[src/rtl/txl_pkg.sv]
package txl_pkg;
  localparam int unsigned CNT_W    = 16;
  localparam int unsigned SEL_W    = 4;
  localparam int unsigned N_TRIG   = 1 << SEL_W;
  localparam int unsigned REG_W    = 32;
  localparam int unsigned POS_POL  = CNT_W;
  localparam int unsigned POS_TEN  = CNT_W + 1;
  localparam int unsigned POS_IDIS = CNT_W + 3;
  localparam int unsigned POS_SEL  = CNT_W + 4;
  localparam int unsigned SYNC_N   = 2;

  typedef struct packed {
    logic [SEL_W-1:0] sel;
    logic             idle_dis;
    logic             trig_en;
    logic             pol;
    logic [CNT_W-1:0] cnt;
  } cfg_t;

  typedef enum logic [1:0] {
    ST_WAIT = 2'd0,
    ST_IDLE = 2'd1,
    ST_DATA = 2'd2
  } st_e;
endpackage

[src/rtl/txl_cfg_reg.sv]
module txl_cfg_reg
  import txl_pkg::*;
(
  input  logic             clk_i,
  input  logic             rst_ni,
  input  logic             unit_en_i,
  input  logic             we_i,
  input  logic [REG_W-1:0] wdata_i,
  output cfg_t             cfg_o,
  output logic [REG_W-1:0] rdata_o
);
  cfg_t cfg_q, cfg_d;

  always_comb begin
    cfg_d.cnt      = wdata_i[CNT_W-1:0];
    cfg_d.pol      = wdata_i[POS_POL];
    cfg_d.trig_en  = wdata_i[POS_TEN];
    cfg_d.idle_dis = wdata_i[POS_IDIS];
    cfg_d.sel      = wdata_i[POS_SEL +: SEL_W];
  end

  always_ff @(posedge clk_i or negedge rst_ni) begin
    if (!rst_ni)                 cfg_q <= '0;
    else if (we_i && !unit_en_i) cfg_q <= cfg_d;
  end

  always_comb begin
    rdata_o                  = '0;
    rdata_o[CNT_W-1:0]       = cfg_q.cnt;
    rdata_o[POS_POL]         = cfg_q.pol;
    rdata_o[POS_TEN]         = cfg_q.trig_en;
    rdata_o[POS_IDIS]        = cfg_q.idle_dis;
    rdata_o[POS_SEL +: SEL_W] = cfg_q.sel;
  end

  assign cfg_o = cfg_q;

  AST_CFG_LOCKED: assert property (@(posedge clk_i) disable iff (!rst_ni)
    unit_en_i |=> $stable(cfg_q));
endmodule

[src/rtl/txl_trig_detect.sv]
module txl_trig_detect
  import txl_pkg::*;
(
  input  logic              clk_i,
  input  logic              rst_ni,
  input  logic [N_TRIG-1:0] trig_i,
  input  logic [SEL_W-1:0]  sel_i,
  input  logic              pol_i,
  output logic              edge_o
);
  // normalise so the active edge is always a rise
  logic              lvl;
  logic [SYNC_N:0]   sh_q;

  assign lvl = trig_i[sel_i] ^ pol_i;

  always_ff @(posedge clk_i or negedge rst_ni) begin
    if (!rst_ni) sh_q[0] <= 1'b0;
    else         sh_q[0] <= lvl;
  end

  for (genvar g = 1; g <= SYNC_N; g++) begin : g_sync
    always_ff @(posedge clk_i or negedge rst_ni) begin
      if (!rst_ni) sh_q[g] <= 1'b0;
      else         sh_q[g] <= sh_q[g-1];
    end
  end

  assign edge_o = sh_q[SYNC_N-1] & ~sh_q[SYNC_N];

  AST_EDGE_SINGLE: assert property (@(posedge clk_i) disable iff (!rst_ni)
    edge_o |=> !edge_o);
endmodule

[src/rtl/txl_burst_fsm.sv]
module txl_burst_fsm
  import txl_pkg::*;
(
  input  logic             clk_i,
  input  logic             rst_ni,
  input  logic             unit_en_i,
  input  logic             edge_i,
  input  logic             trig_en_i,
  input  logic             idle_dis_i,
  input  logic [CNT_W-1:0] cnt_i,
  input  logic             tx_ack_i,
  output logic             tx_en_o,
  output logic             tx_req_o,
  output logic             tx_idle_o,
  output logic             done_o
);
  st_e              st_q;
  logic [CNT_W-1:0] rem_q;
  logic             en_q, done_q, launch;

  assign launch = edge_i & trig_en_i & unit_en_i & (st_q == ST_WAIT);

  always_ff @(posedge clk_i or negedge rst_ni) begin
    if (!rst_ni) begin
      st_q   <= ST_WAIT;
      rem_q  <= '0;
      en_q   <= 1'b0;
      done_q <= 1'b0;
    end else if (!unit_en_i) begin
      st_q   <= ST_WAIT;
      rem_q  <= '0;
      en_q   <= 1'b0;
      done_q <= 1'b0;
    end else begin
      done_q <= 1'b0;
      unique case (st_q)
        ST_WAIT: if (launch) begin
          en_q  <= 1'b1;
          rem_q <= cnt_i;
          if (!idle_dis_i)      st_q <= ST_IDLE;
          else if (cnt_i == '0) done_q <= 1'b1;
          else                  st_q <= ST_DATA;
        end
        ST_IDLE: if (tx_ack_i) begin
          if (rem_q == '0) begin
            done_q <= 1'b1;
            st_q   <= ST_WAIT;
          end else begin
            st_q   <= ST_DATA;
          end
        end
        ST_DATA: if (tx_ack_i) begin
          rem_q <= rem_q - 1'b1;
          if (rem_q == CNT_W'(1)) begin
            done_q <= 1'b1;
            st_q   <= ST_WAIT;
          end
        end
        default: st_q <= ST_WAIT;
      endcase
    end
  end

  assign tx_en_o   = en_q;
  assign tx_req_o  = (st_q != ST_WAIT);
  assign tx_idle_o = (st_q == ST_IDLE);
  assign done_o    = done_q;

  AST_ACK_WITH_REQ: assert property (@(posedge clk_i) disable iff (!rst_ni)
    tx_ack_i |-> tx_req_o);
  AST_ABORT: assert property (@(posedge clk_i) disable iff (!rst_ni)
    !unit_en_i |=> (!tx_en_o && !tx_req_o));
  AST_DONE_PULSE: assert property (@(posedge clk_i) disable iff (!rst_ni)
    done_o |=> !done_o);
  AST_REQ_NEEDS_EN: assert property (@(posedge clk_i) disable iff (!rst_ni)
    tx_req_o |-> tx_en_o);
  AST_NO_TRIG_OFF: assert property (@(posedge clk_i) disable iff (!rst_ni)
    (st_q == ST_WAIT && !trig_en_i) |=> (st_q == ST_WAIT && !done_o));
  AST_BUSY_HOLDS: assert property (@(posedge clk_i) disable iff (!rst_ni)
    (st_q == ST_DATA && !tx_ack_i && unit_en_i) |=> st_q == ST_DATA);
  AST_REM_NONZERO: assert property (@(posedge clk_i) disable iff (!rst_ni)
    (st_q == ST_DATA) |-> (rem_q != '0));
  AST_IDLE_FIRST: assert property (@(posedge clk_i) disable iff (!rst_ni)
    (tx_idle_o && !$past(tx_idle_o)) |-> !$past(tx_req_o));
endmodule

[src/rtl/tx_trig_launcher.sv]
module tx_trig_launcher
  import txl_pkg::*;
(
  input  logic              clk_i,
  input  logic              rst_ni,
  input  logic              unit_en_i,
  input  logic              reg_we_i,
  input  logic [REG_W-1:0]  reg_wdata_i,
  output logic [REG_W-1:0]  reg_rdata_o,
  input  logic [N_TRIG-1:0] trig_i,
  input  logic              tx_ack_i,
  output logic              tx_en_o,
  output logic              tx_req_o,
  output logic              tx_idle_o,
  output logic              done_o
);
  cfg_t cfg;
  logic trig_edge;

  txl_cfg_reg u_cfg (
    .clk_i     (clk_i),
    .rst_ni    (rst_ni),
    .unit_en_i (unit_en_i),
    .we_i      (reg_we_i),
    .wdata_i   (reg_wdata_i),
    .cfg_o     (cfg),
    .rdata_o   (reg_rdata_o)
  );

  txl_trig_detect u_det (
    .clk_i  (clk_i),
    .rst_ni (rst_ni),
    .trig_i (trig_i),
    .sel_i  (cfg.sel),
    .pol_i  (cfg.pol),
    .edge_o (trig_edge)
  );

  txl_burst_fsm u_fsm (
    .clk_i      (clk_i),
    .rst_ni     (rst_ni),
    .unit_en_i  (unit_en_i),
    .edge_i     (trig_edge),
    .trig_en_i  (cfg.trig_en),
    .idle_dis_i (cfg.idle_dis),
    .cnt_i      (cfg.cnt),
    .tx_ack_i   (tx_ack_i),
    .tx_en_o    (tx_en_o),
    .tx_req_o   (tx_req_o),
    .tx_idle_o  (tx_idle_o),
    .done_o     (done_o)
  );

  AST_IDLE_IMPLIES_REQ: assert property (@(posedge clk_i) disable iff (!rst_ni)
    tx_idle_o |-> tx_req_o);
endmodule

[config.mk]
export PLATFORM = sky130hd
export DESIGN_NAME = tx_trig_launcher
export DESIGN_NICKNAME = d
export VERILOG_FILES = /design/src/rtl/txl_pkg.sv /design/src/rtl/txl_cfg_reg.sv /design/src/rtl/txl_trig_detect.sv /design/src/rtl/txl_burst_fsm.sv /design/src/rtl/tx_trig_launcher.sv
export SDC_FILE = /design/constraint.sdc
export NUM_CORES = 1
export LEC_CHECK = 0
export ABC_CLOCK_PERIOD_IN_PS = 2500
export CAP_MARGIN = 20
export CORE_MARGIN = 3
export CORE_UTILIZATION = 38
export CTS_CLUSTER_DIAMETER = 60
export DETAILED_ROUTE_END_ITERATION = 7
export PLACE_DENSITY = 0.68
export SKIP_LAST_GASP = 1
export SLEW_MARGIN = 20
export SYNTH_ARGS = -nofsm -noshare
export SYNTH_HDL_FRONTEND = slang
export SYNTH_SLANG_ARGS = --single-unit
[constraint.sdc]
create_clock -name clk_i -period 2.5 [get_ports clk_i]
set_clock_uncertainty 0.2 [all_clocks]
set_input_delay 0.375 -clock clk_i [delete_from_list [all_inputs] [get_ports clk_i]]
set_output_delay 0.375 -clock clk_i [all_outputs]
set_load 0.01 [all_outputs]
==> qor.yml, run 1 <==
status:
  outcome: "finished clean"
synthesis:
  ys_ff_latch: 46
  ys.warnings.count: 0
  async_flop_share_pct: 100
  synth-edff-count: 0
  synth_cell_types: 53
  synth.yosys.seq_area_share_pct: 43.2
  syn_area_um2: 2670
  syn_area_per_cell_um2: 10.4
  synthFlopType: "dfrtp_1"
  synthCells: 256
global_route:
  grt_pass1_vias: 2299
  grt_pass1_wl_um: 11100
  overflow: 0
  antenna_found_initial: 0
  grt_use_total_pct: 16.8
  grt_max_degree: 47
finish:
  drive_gt1_share_pct: 17.9
  final_area_um2: 3590
  fin_util_pct: 54.7
  nFillCells: 589
  n_antenna_cell: 0
  layout_commonest_cell: "clkdlybuf4s50_1"
  nets: 387
  most-common-layout-cells: "clkdlybuf4s50_1 (69), dfrtp_1 (46), mux2_2 (22)"
  synthToLayoutAreaGrowth_pct: 34.8
timing:
  drv_slew: 0
  hold_viol_final: 0
  setup_viol: 0
  tightest_slew_ns: 0.581
  rsz0062_at_grt: "no"
  relSlewSlack_pct: 61.3
  finalCritPeriodShare_pct: 95.5
  tns_ns: 0
  fin_crit_ns: 2.39
  max_freq_mhz: 419
detailed_routing:
  wl_met2_um: 2930
  dr.pass1.iters: 4
  routed.top_layer: "met4"
  drt-met1-wl_um: 2970
  drc_errors: 0
  drt_iter0_drc: 161
  routed-via-count: 2216
  detail-route-antenna-nets: 0
  wl_met3_um: 447
  post_drt_wl_per_cell_um: 15.3
  viasPerCell: 5.25
  wl_um: 6440
worst_setup_path:
  startpoint: "u_fsm.st_q[0]$_DFFE_PN0P_"
  arrival_ns: 1.81
  setup.worst_path.start_class: "register"
  criticalPathCategory: "register to primary output"
  crit_required_ns: 1.92
  crit_fanout: 8
  crit_path_end_kind: "primary output"
  r2r_start: "u_fsm.rem_q[0]$_DFFE_PN0P_"
die:
  rows: 29
  io-pin-count: 89
  die_h_um: 89.8
  die_area_um2: 8060
  start_util_pct: 40.6
  core_area_um2: 6570
  die_w_um: 89.8
placed_design:
  dp.final_hpwl_um: 4880
  postPlaceCellArea_um2: 3470
  place_congestion: 0.837
  io_buffers: 70
clock_tree:
  cts_buffer_depth: 2
  cts_setup_buffers: 0
  cts_made_buffers: 5
  cts_tree: "built"
  clock_sinks: 46
  clock_latency_ns: 0.30
  path_clk_slew_ns: 0.09
  htreeDepth: 2
  cts_root_buf: "clkbuf_8"
pwr:
  peakVddDrop_mv: 0.419
  power.density_nw_per_um2: 1010
  fin_total_pwr_mw: 3.64
  leakage_nw: 1.48
worst_hold_path:
  hold_path_class: "register to register"
  hp-start: "u_det.sh_q[0]$_DFF_PN0_"
flow_run:
  maxCapViolCount: 0
-- flip-flops by register name (all words and copies together) (netlist names) --
signal / flops
u_fsm.rem_q: 16
u_det.sh_q: 3
u_fsm.done_o: 1
u_fsm.tx_en_o: 1
u_cfg.cfg_o: 23
u_fsm.st_q: 2
-- synthesized netlist by cell type (4+ instances only) --
master	number	area, um^2
a21oi_1	16	80.1
inv_1	9	33.8
mux2_2	22	248
nor2b_1	5	31.3
ha_1	6	75.1
dfrtp_1	46	1150
nor2_1	14	52.6
buf_4	12	90.1
clkbuf_1	7	26.3
nor3_1	5	25.0
nand2_1	21	78.8
o21ai_0	15	75.1
mux4_2	4	90.1
mux2i_1	5	50.1
a22oi_1	5	37.5
nor4_1	6	37.5
-- power by group --
part | internal (mW) | switching, mW
combinational | 0.943 | 0.967
clock | 0.300 | 0.271
sequential | 0.920 | 0.238
total | 2.16 | 1.48
-- per-stage QoR --
step / hold WS (ns) / setup slack [ns] / instances
2_1_floorplan: -0.121 / 0.473 / 264
3_3_place_gp: 0.133 / 0.240 / 413
3_5_place_dp: 0.138 / 0.208 / 413
4_1_cts: 0.159 / 0.00866 / 422
5_1_grt: 0.167 / 0.0358 / 422
6_report: 0.157 / 0.113 / 422
-- worst max-delay path, cell delays in order, from the launching register on --
cell and delay [ns]:
dfrtp_1 0.41, inv_1 0.08, ha_1 0.30, inv_2 0.16, clkdlybuf4s50_1 0.55
-- area by class of cell --
| cell class | count | area, um^2 | share of cell area (%) |
|---|---|---|---|
| clock buffers | 5 | 68.8 | 1.91 |
| clock inverters | 3 | 43.8 | 1.22 |
| inverters | 10 | 37.5 | 1.04 |
| multi-input cells | 184 | 1370 | 38.1 |
| flip-flops and latches | 46 | 1150 | 32.0 |
| well taps | 93 | 116 | 3.24 |
| repair buffers | 81 | 806 | 22.4 |
-- per-layer routing --
layer | global-route usage [%] | vias up
met5 | 0 | -
met1 | 22.1 | 1066
met3 | 4.42 | 7
li1 | - | 1065
met2 | 27.1 | 78
met4 | 4.98 | 0
-- cell families after synthesis --
logic type	Yosys count	share of synthesized area [%]
simple gates	73	15.8
buf+inv	34	6.89
xor+xnor	1	0.328
flops	46	43.2
mux	32	15.1
other cells	1	0.141
compound gates	63	15.8
fa+ha+maj	6	2.81
-- what timing repair did --
| item | 4_1_cts | 5_1_grt |
|---|---|---|
| setup endpoints to repair | 0 | 2 |
| resized for setup | 0 | 2 |
| endpoints found under the hold margin | 46 | 0 |
| hold buffers | 1 | 0 |
-- final timing paths --
path,cells after the start,end,slack [ns]
setup / recovery,4,tx_req_o,0.11
hold / removal,0,u_det.sh_q[1]$_DFF_PN0_,0.16
setup reg to reg,7,u_fsm.rem_q[12]$_DFFE_PN0P_,0.24
hold reg to reg,0,u_det.sh_q[1]$_DFF_PN0_,0.16
max in group asynchronous,3,u_fsm.rem_q[3]$_DFFE_PN0P_,1.23
min in group asynchronous,3,u_cfg.cfg_o[7]$_DFFE_PN0P_,0.47
Note: power is estimated with default switching activity, not from simulation.
==> inputs of run 2 (changes only) <==
--- a/config.mk
+++ b/config.mk
@@ -11,9 +11,10 @@
 export CORE_UTILIZATION = 38
 export CTS_CLUSTER_DIAMETER = 60
 export DETAILED_ROUTE_END_ITERATION = 7
-export PLACE_DENSITY = 0.68
-export SKIP_LAST_GASP = 1
+export MAX_ROUTING_LAYER = met4
+export PLACE_DENSITY = 0.67
 export SLEW_MARGIN = 20
 export SYNTH_ARGS = -nofsm -noshare
 export SYNTH_HDL_FRONTEND = slang
+export SYNTH_HIERARCHICAL = 1
 export SYNTH_SLANG_ARGS = --single-unit
==> qor.yml, run 2 <==
status:
  outcome: "finished clean"
timing:
  tightest_slew_ns: 0.584
  setup_viol: 0
  relSlewSlack_pct: 61.1
  max_freq_mhz: 404
  drv_slew: 0
  rsz0062_at_grt: "yes"
  hold_viol_final: 0
  tns_ns: 0
  finalCritPeriodShare_pct: 99.1
  fin_crit_ns: 2.48
die:
  die_area_um2: 8790
  io-pin-count: 89
  rows: 31
  core_area_um2: 7370
  die_w_um: 93.7
  die_h_um: 93.7
  start_util_pct: 39.7
clock_tree:
  htreeDepth: 2
  clock_latency_ns: 0.30
  cts_made_buffers: 5
  cts_root_buf: "clkbuf_8"
  cts_buffer_depth: 2
  path_clk_slew_ns: 0.09
  cts_tree: "built"
  clock_sinks: 46
worst_setup_path:
  crit_path_end_kind: "register"
  crit_fanout: 3
  r2r_cells: 5
  rr_endpoint: "u_fsm/st_q[1]$_DFFE_PN0P_"
  setup.worst_path.start_class: "register"
  r2r_start: "u_fsm/rem_q[13]$_DFFE_PN0P_"
  ff2ff_setup_slack_ns: 0.02
  criticalPathCategory: "register to register"
  crit_required_ns: 2.49
  arrival_ns: 2.47
  startpoint: "u_fsm/rem_q[13]$_DFFE_PN0P_"
detailed_routing:
  drc_errors: 0
  detail-route-antenna-nets: 0
  drt_iter0_drc: 191
  wl_um: 6750
  dr.pass1.iters: 4
  routed-via-count: 2254
  post_drt_wl_per_cell_um: 15.6
  viasPerCell: 5.21
synthesis:
  ys.warnings.count: 6
  synth_compound_area_share_pct: 13.7
  synthCells: 274
  yosys.area_share.adder_pct: 2.57
  synth-edff-count: 0
  synthTopCellsByArea: "dfrtp_1 (39%), mux2_4 (10%), buf_4 (8.2%)"
  yosys.area_share.simple_pct: 14.0
  syn_area_um2: 2930
  synth_top_area_share_pct: 39.3
  ys_ff_latch: 46
  synthMostInstantiatedCell: "dfrtp_1"
  synthFlopType: "dfrtp_1"
  synth_common_cells: "dfrtp_1 (46), buf_4 (32), mux2_4 (20)"
  synth.yosys.seq_area_share_pct: 39.3
  synth_top_family_by_area: "multiplexers"
  yosysTopAreaCell: "dfrtp_1"
  async_flop_share_pct: 100
  muxShareOfSynthArea_pct: 17.2
  synth_cell_types: 50
  syn_area_per_cell_um2: 10.7
  synthXorXnorAreaFrac_pct: 0.299
pwr:
  leakage_nw: 1.63
  peakVddDrop_mv: 0.421
  fin_total_pwr_mw: 3.86
  power.density_nw_per_um2: 1030
finish:
  drive_gt1_share_pct: 17.4
  nFillCells: 686
  nets: 392
  fin_util_pct: 50.9
  largest_reg_flops: 23
  most-common-layout-cells: "clkdlybuf4s50_1 (69), dfrtp_1 (46), mux2_4 (21)"
  instances_no_fill: 433
  final_area_um2: 3750
  layout_commonest_cell: "clkdlybuf4s50_1"
  n_antenna_cell: 0
  synthToLayoutAreaGrowth_pct: 28.3
worst_hold_path:
  holdPathEnd: "u_det/sh_q[1]$_DFF_PN0_"
  hold_path_class: "register to register"
  holdPathStages: 0
  hp-start: "u_det/sh_q[0]$_DFF_PN0_"
global_route:
  grt_pass1_vias: 2235
  overflow: 0
  grt_use_total_pct: 16.3
  grt_pass1_wl_um: 11100
  grt_max_degree: 47
  antenna_found_initial: 0
placed_design:
  io_buffers: 70
  dp_cells: 423
  dp.final_hpwl_um: 4910
  postPlaceCellArea_um2: 3590
  place_congestion: 0.911
flow_run:
  maxCapViolCount: 0
[run 2: cell types whose count changed in the layout (fill, tap and decap cells not counted), moves of 5 or more]
| cell | previous run | this run |
|---|---|---|
| a31oi_1 | 1 | 8 |
| mux2_4 | 1 | 21 |
| mux2_2 | 22 | 3 |
| buf_4 | 8 | 18 |
| nor2b_1 | 4 | 9 |
| nand2_1 | 21 | 9 |
[run 2: metal layers]
metal	vias up	part of all wire, %	global-route usage [%]
met4	0	2.0	6.50
met2	70	49	25.9
met5	-	0	-
met1	1102	45	21.4
li1	1073	-	-
met3	9	4.2	2.00
[run 2: worst max-delay path: stages (launching register included)]
cell	delay [ns]
dfrtp_1	0.39
or4_4	0.56
or4_4	0.44
o211a_1	0.25
nor3_4	0.21
mux2_4	0.32
[run 2: report_power, final]
part	switching (mW)	leakage [nW]	internal, mW	total [mW]
registers	0.193	0.574	0.943	1.14
clock network	0.255	0.0714	0.426	0.682
logic	1.04	0.984	1.00	2.05
total	1.49	1.63	2.37	3.86
[run 2: worst max-delay path by stage]
stage / slack (ns) / to
CTS: 0.001 / u_fsm/st_q[1]$_DFFE_PN0P_
floorplan: 0.08 / u_fsm/st_q[1]$_DFFE_PN0P_
global route: -0.07 / u_fsm/st_q[1]$_DFFE_PN0P_
finish: 0.02 / u_fsm/st_q[1]$_DFFE_PN0P_
detailed placement: -0.001 / u_fsm/st_q[1]$_DFFE_PN0P_
global placement: 0.07 / u_fsm/st_q[1]$_DFFE_PN0P_
[run 2: cell families (layout without fill, tap and decap cells)]
| logic type | Yosys count | in the layout |
|---|---|---|
| simple gates | 69 | 69 |
| compound gates | 62 | 62 |
| buf+inv | 57 | 109 |
| flops | 46 | 46 |
| mux | 32 | 32 |
| fa+ha+maj | 6 | 6 |
| other cells | 1 | 9 |
| xor+xnor | 1 | 1 |
[run 2: layout make-up]
cell class	instances	area, um^2	share of cell area [%]
clock buffers	6	82.6	2.20
clock inverters	2	60.1	1.60
inverters	11	41.3	1.10
multi-input cells	179	1430	38.2
flip-flops and latches	46	1150	30.7
well taps	99	124	3.30
repair buffers	90	861	22.9
[run 2: through the flow]
step | setup slack (ns) | hold slack [ns]
floorplan | 0.0842 | -0.121
global placement | 0.0672 | 0.136
detailed placement | -0.00137 | 0.140
CTS | 0.00121 | 0.159
global route | -0.0692 | 0.172
finish | 0.0223 | 0.158
[run 2: timing repair]
| item | 4_1_cts | 5_1_grt |
|---|---|---|
| gates cloned | 0 | 0 |
| gates resized for setup | 1 | 0 |
| setup buffers | 1 | 0 |
| setup endpoints to repair | 1 | 2 |
| hold buffers | 1 | 0 |
| pin swaps | 1 | 1 |
| endpoints found under the hold margin | 46 | 0 |
==> inputs of run 3 (changes only) <==
--- a/config.mk
+++ b/config.mk
@@ -11,6 +11,7 @@
 export CORE_UTILIZATION = 38
 export CTS_CLUSTER_DIAMETER = 60
 export DETAILED_ROUTE_END_ITERATION = 7
+export GPL_TIMING_DRIVEN = 0
 export MAX_ROUTING_LAYER = met4
 export PLACE_DENSITY = 0.67
 export SLEW_MARGIN = 20
==> qor.yml, run 3 (synthesis results as in run 2) <==
clock_tree:
  clock_sinks: 46
  htreeDepth: 2
  cts_buffer_depth: 2
  cts_tree: "built"
  cts_made_buffers: 5
  cts_root_buf: "clkbuf_8"
  path_clk_slew_ns: 0.09
  clock_latency_ns: 0.30
worst_setup_path:
  setup.worst_path.start_class: "register"
  slowest_delay_ns: 0.53
  crit_required_ns: 2.48
  r2r_cells: 5
  cp_common_cell: "or4_4"
  cp_num_buf_inv: 0
  crit_chain: "or4_4 -> or4_4 -> o211a_1 -> nor3_4 -> mux2_1"
  crit_family: "simple AND/OR/NAND/NOR gates"
  timing.critical_path.slowest_stage_cell: "or4_4"
  criticalPathCategory: "register to register"
  crit_fanout: 3
  crit_path_end_kind: "register"
  cp.depth: 5
  arrival_ns: 2.39
detailed_routing:
  viasPerCell: 5.19
  drt_iter0_drc: 195
  routed-via-count: 2400
  detail-route-antenna-nets: 0
  post_drt_wl_per_cell_um: 15.9
  dr.pass1.iters: 4
  wl_um: 7330
  drc_errors: 0
worst_hold_path:
  hold_path_class: "register to register"
  holdPathStages: 0
timing:
  max_freq_mhz: 416
  tns_ns: 0
  finalCritPeriodShare_pct: 96.3
  drv_slew: 0
  fin_crit_ns: 2.41
  hold_viol_final: 0
  rsz0062_at_grt: "no"
  tightest_slew_ns: 0.753
  setup_viol: 0
  relSlewSlack_pct: 49.4
finish:
  n_antenna_cell: 0
  instances_no_fill: 462
  nets: 421
  synthToLayoutAreaGrowth_pct: 34.7
  drive_gt1_share_pct: 23.4
  nFillCells: 677
  largest_reg_flops: 23
  layout_commonest_cell: "clkdlybuf4s50_1"
  most-common-layout-cells: "clkdlybuf4s50_1 (69), dfrtp_1 (45), buf_4 (35)"
placed_design:
  dp_cells: 452
  io_buffers: 70
  place_congestion: 0.941
  dp.final_hpwl_um: 5520
die:
  start_util_pct: 39.7
  die_h_um: 93.7
  rows: 31
  die_w_um: 93.7
  io-pin-count: 89
  core_area_um2: 7370
  die_area_um2: 8790
status:
  outcome: "finished clean"
pwr:
  power.density_nw_per_um2: 928
  p_comb_share_pct: 55.4
  p_clk_share_pct: 12.8
  p_int_mw: 2.14
  power_frac_seq_pct: 31.9
  netSwitchingPower_mw: 1.52
  peakVddDrop_mv: 0.399
  swShare_pct: 41.5
  leakage_nw: 1.74
global_route:
  overflow: 0
  grt_max_degree: 31
  grt_use_total_pct: 17.9
  grt_pass1_vias: 2329
  grt_pass1_wl_um: 11900
  antenna_found_initial: 0
flow_run:
  maxCapViolCount: 0
==> run 3: changes by cell type in the layout (fill, tap and decap cells not counted), sizes merged <==
| cell | previous run | this run |
|---|---|---|
| buf | 20 | 40 |
| clkinv | 0 | 1 |
| bufinv | 2 | 0 |
| clkbuf | 6 | 16 |
==> run 3: area by class of cell <==
type                       instances  area (um^2)  share of cell area, %
multi-input combinational        179         1450                   36.8
sequential                        46         1150                   29.2
clock buffer                       7         86.3                   2.19
tap                               99          124                   3.14
buffer                            44          334                   8.48
clock inverter                     1         5.00                  0.127
inverter                          11         41.3                   1.05
timing repair buffer              75          748                   19.0
==> run 3: path summary, 6_finish.rpt <==
path,start,end,slack [ns]
max reg2reg,u_fsm/rem_q[12]$_DFFE_PN0P_,u_fsm/st_q[1]$_DFFE_PN0P_,0.09
min,u_det/sh_q[0]$_DFF_PN0_,u_det/sh_q[1]$_DFF_PN0_,0.16
max,u_fsm/rem_q[12]$_DFFE_PN0P_,u_fsm/st_q[1]$_DFFE_PN0P_,0.09
min in group asynchronous,rst_ni,u_fsm/rem_q[8]$_DFFE_PN0P_,0.33
min reg2reg,u_det/sh_q[0]$_DFF_PN0_,u_det/sh_q[1]$_DFF_PN0_,0.16
max in group asynchronous,rst_ni,u_fsm/rem_q[11]$_DFFE_PN0P_,1.25
==> run 3: power groups by stage <==
stage | Sequential, mW | Clock, mW | Combinational [mW]
final | 1.17 | 0.466 | 2.02
after detailed placement | 1.17 | 0 | 1.92
after CTS | 1.16 | 0.482 | 1.97
after global placement | 1.17 | 0 | 1.90
after global routing | 1.20 | 0.509 | 2.22
after floorplan | 1.11 | 0 | 1.35
==> run 3: metal layers <==
layer  up-vias  share of wire (%)  wire [um]  GRT usage [%]
met5         -                  0          0              -
met4         0                2.0        143           6.62
met3        13                6.6        482           3.21
met2        93                 49       3610           28.6
met1      1162                 42       3090           22.9
li1       1132                  -          -              -
==> run 3: timing repair <==
action                                 4_1_cts  5_1_grt
pin swaps                                    0        2
hold buffers                                 1        0
endpoints found under the hold margin       16        0
setup endpoints to repair                   16       16
setup buffers                                1        2
gates resized for setup                      6        6
==> run 3: through the flow <==
| step | hold WS, ns | util [%] | setup slack (ns) | total power, mW | cell area (um^2) |
|---|---|---|---|---|---|
| after floorplan | -0.121 | - | 0.0842 | 2.46 | 2960 |
| after global placement | 0.132 | 51.3 | -0.513 | 3.07 | 3780 |
| after detailed placement | 0.136 | 51.5 | -0.505 | 3.09 | 3790 |
| after CTS | 0.155 | 53.2 | 0.00730 | 3.61 | 3920 |
| after global routing | 0.174 | 53.5 | 0.00686 | 3.93 | 3940 |
| final | 0.157 | 53.5 | 0.0935 | 3.66 | 3940 |
==> run 3: worst reg2reg max path, cell delays in order (launching register included) <==
cell	delay, ns
dfrtp_1	0.41
or4_4	0.53
or4_4	0.44
o211a_1	0.25
nor3_4	0.13
mux2_1	0.33
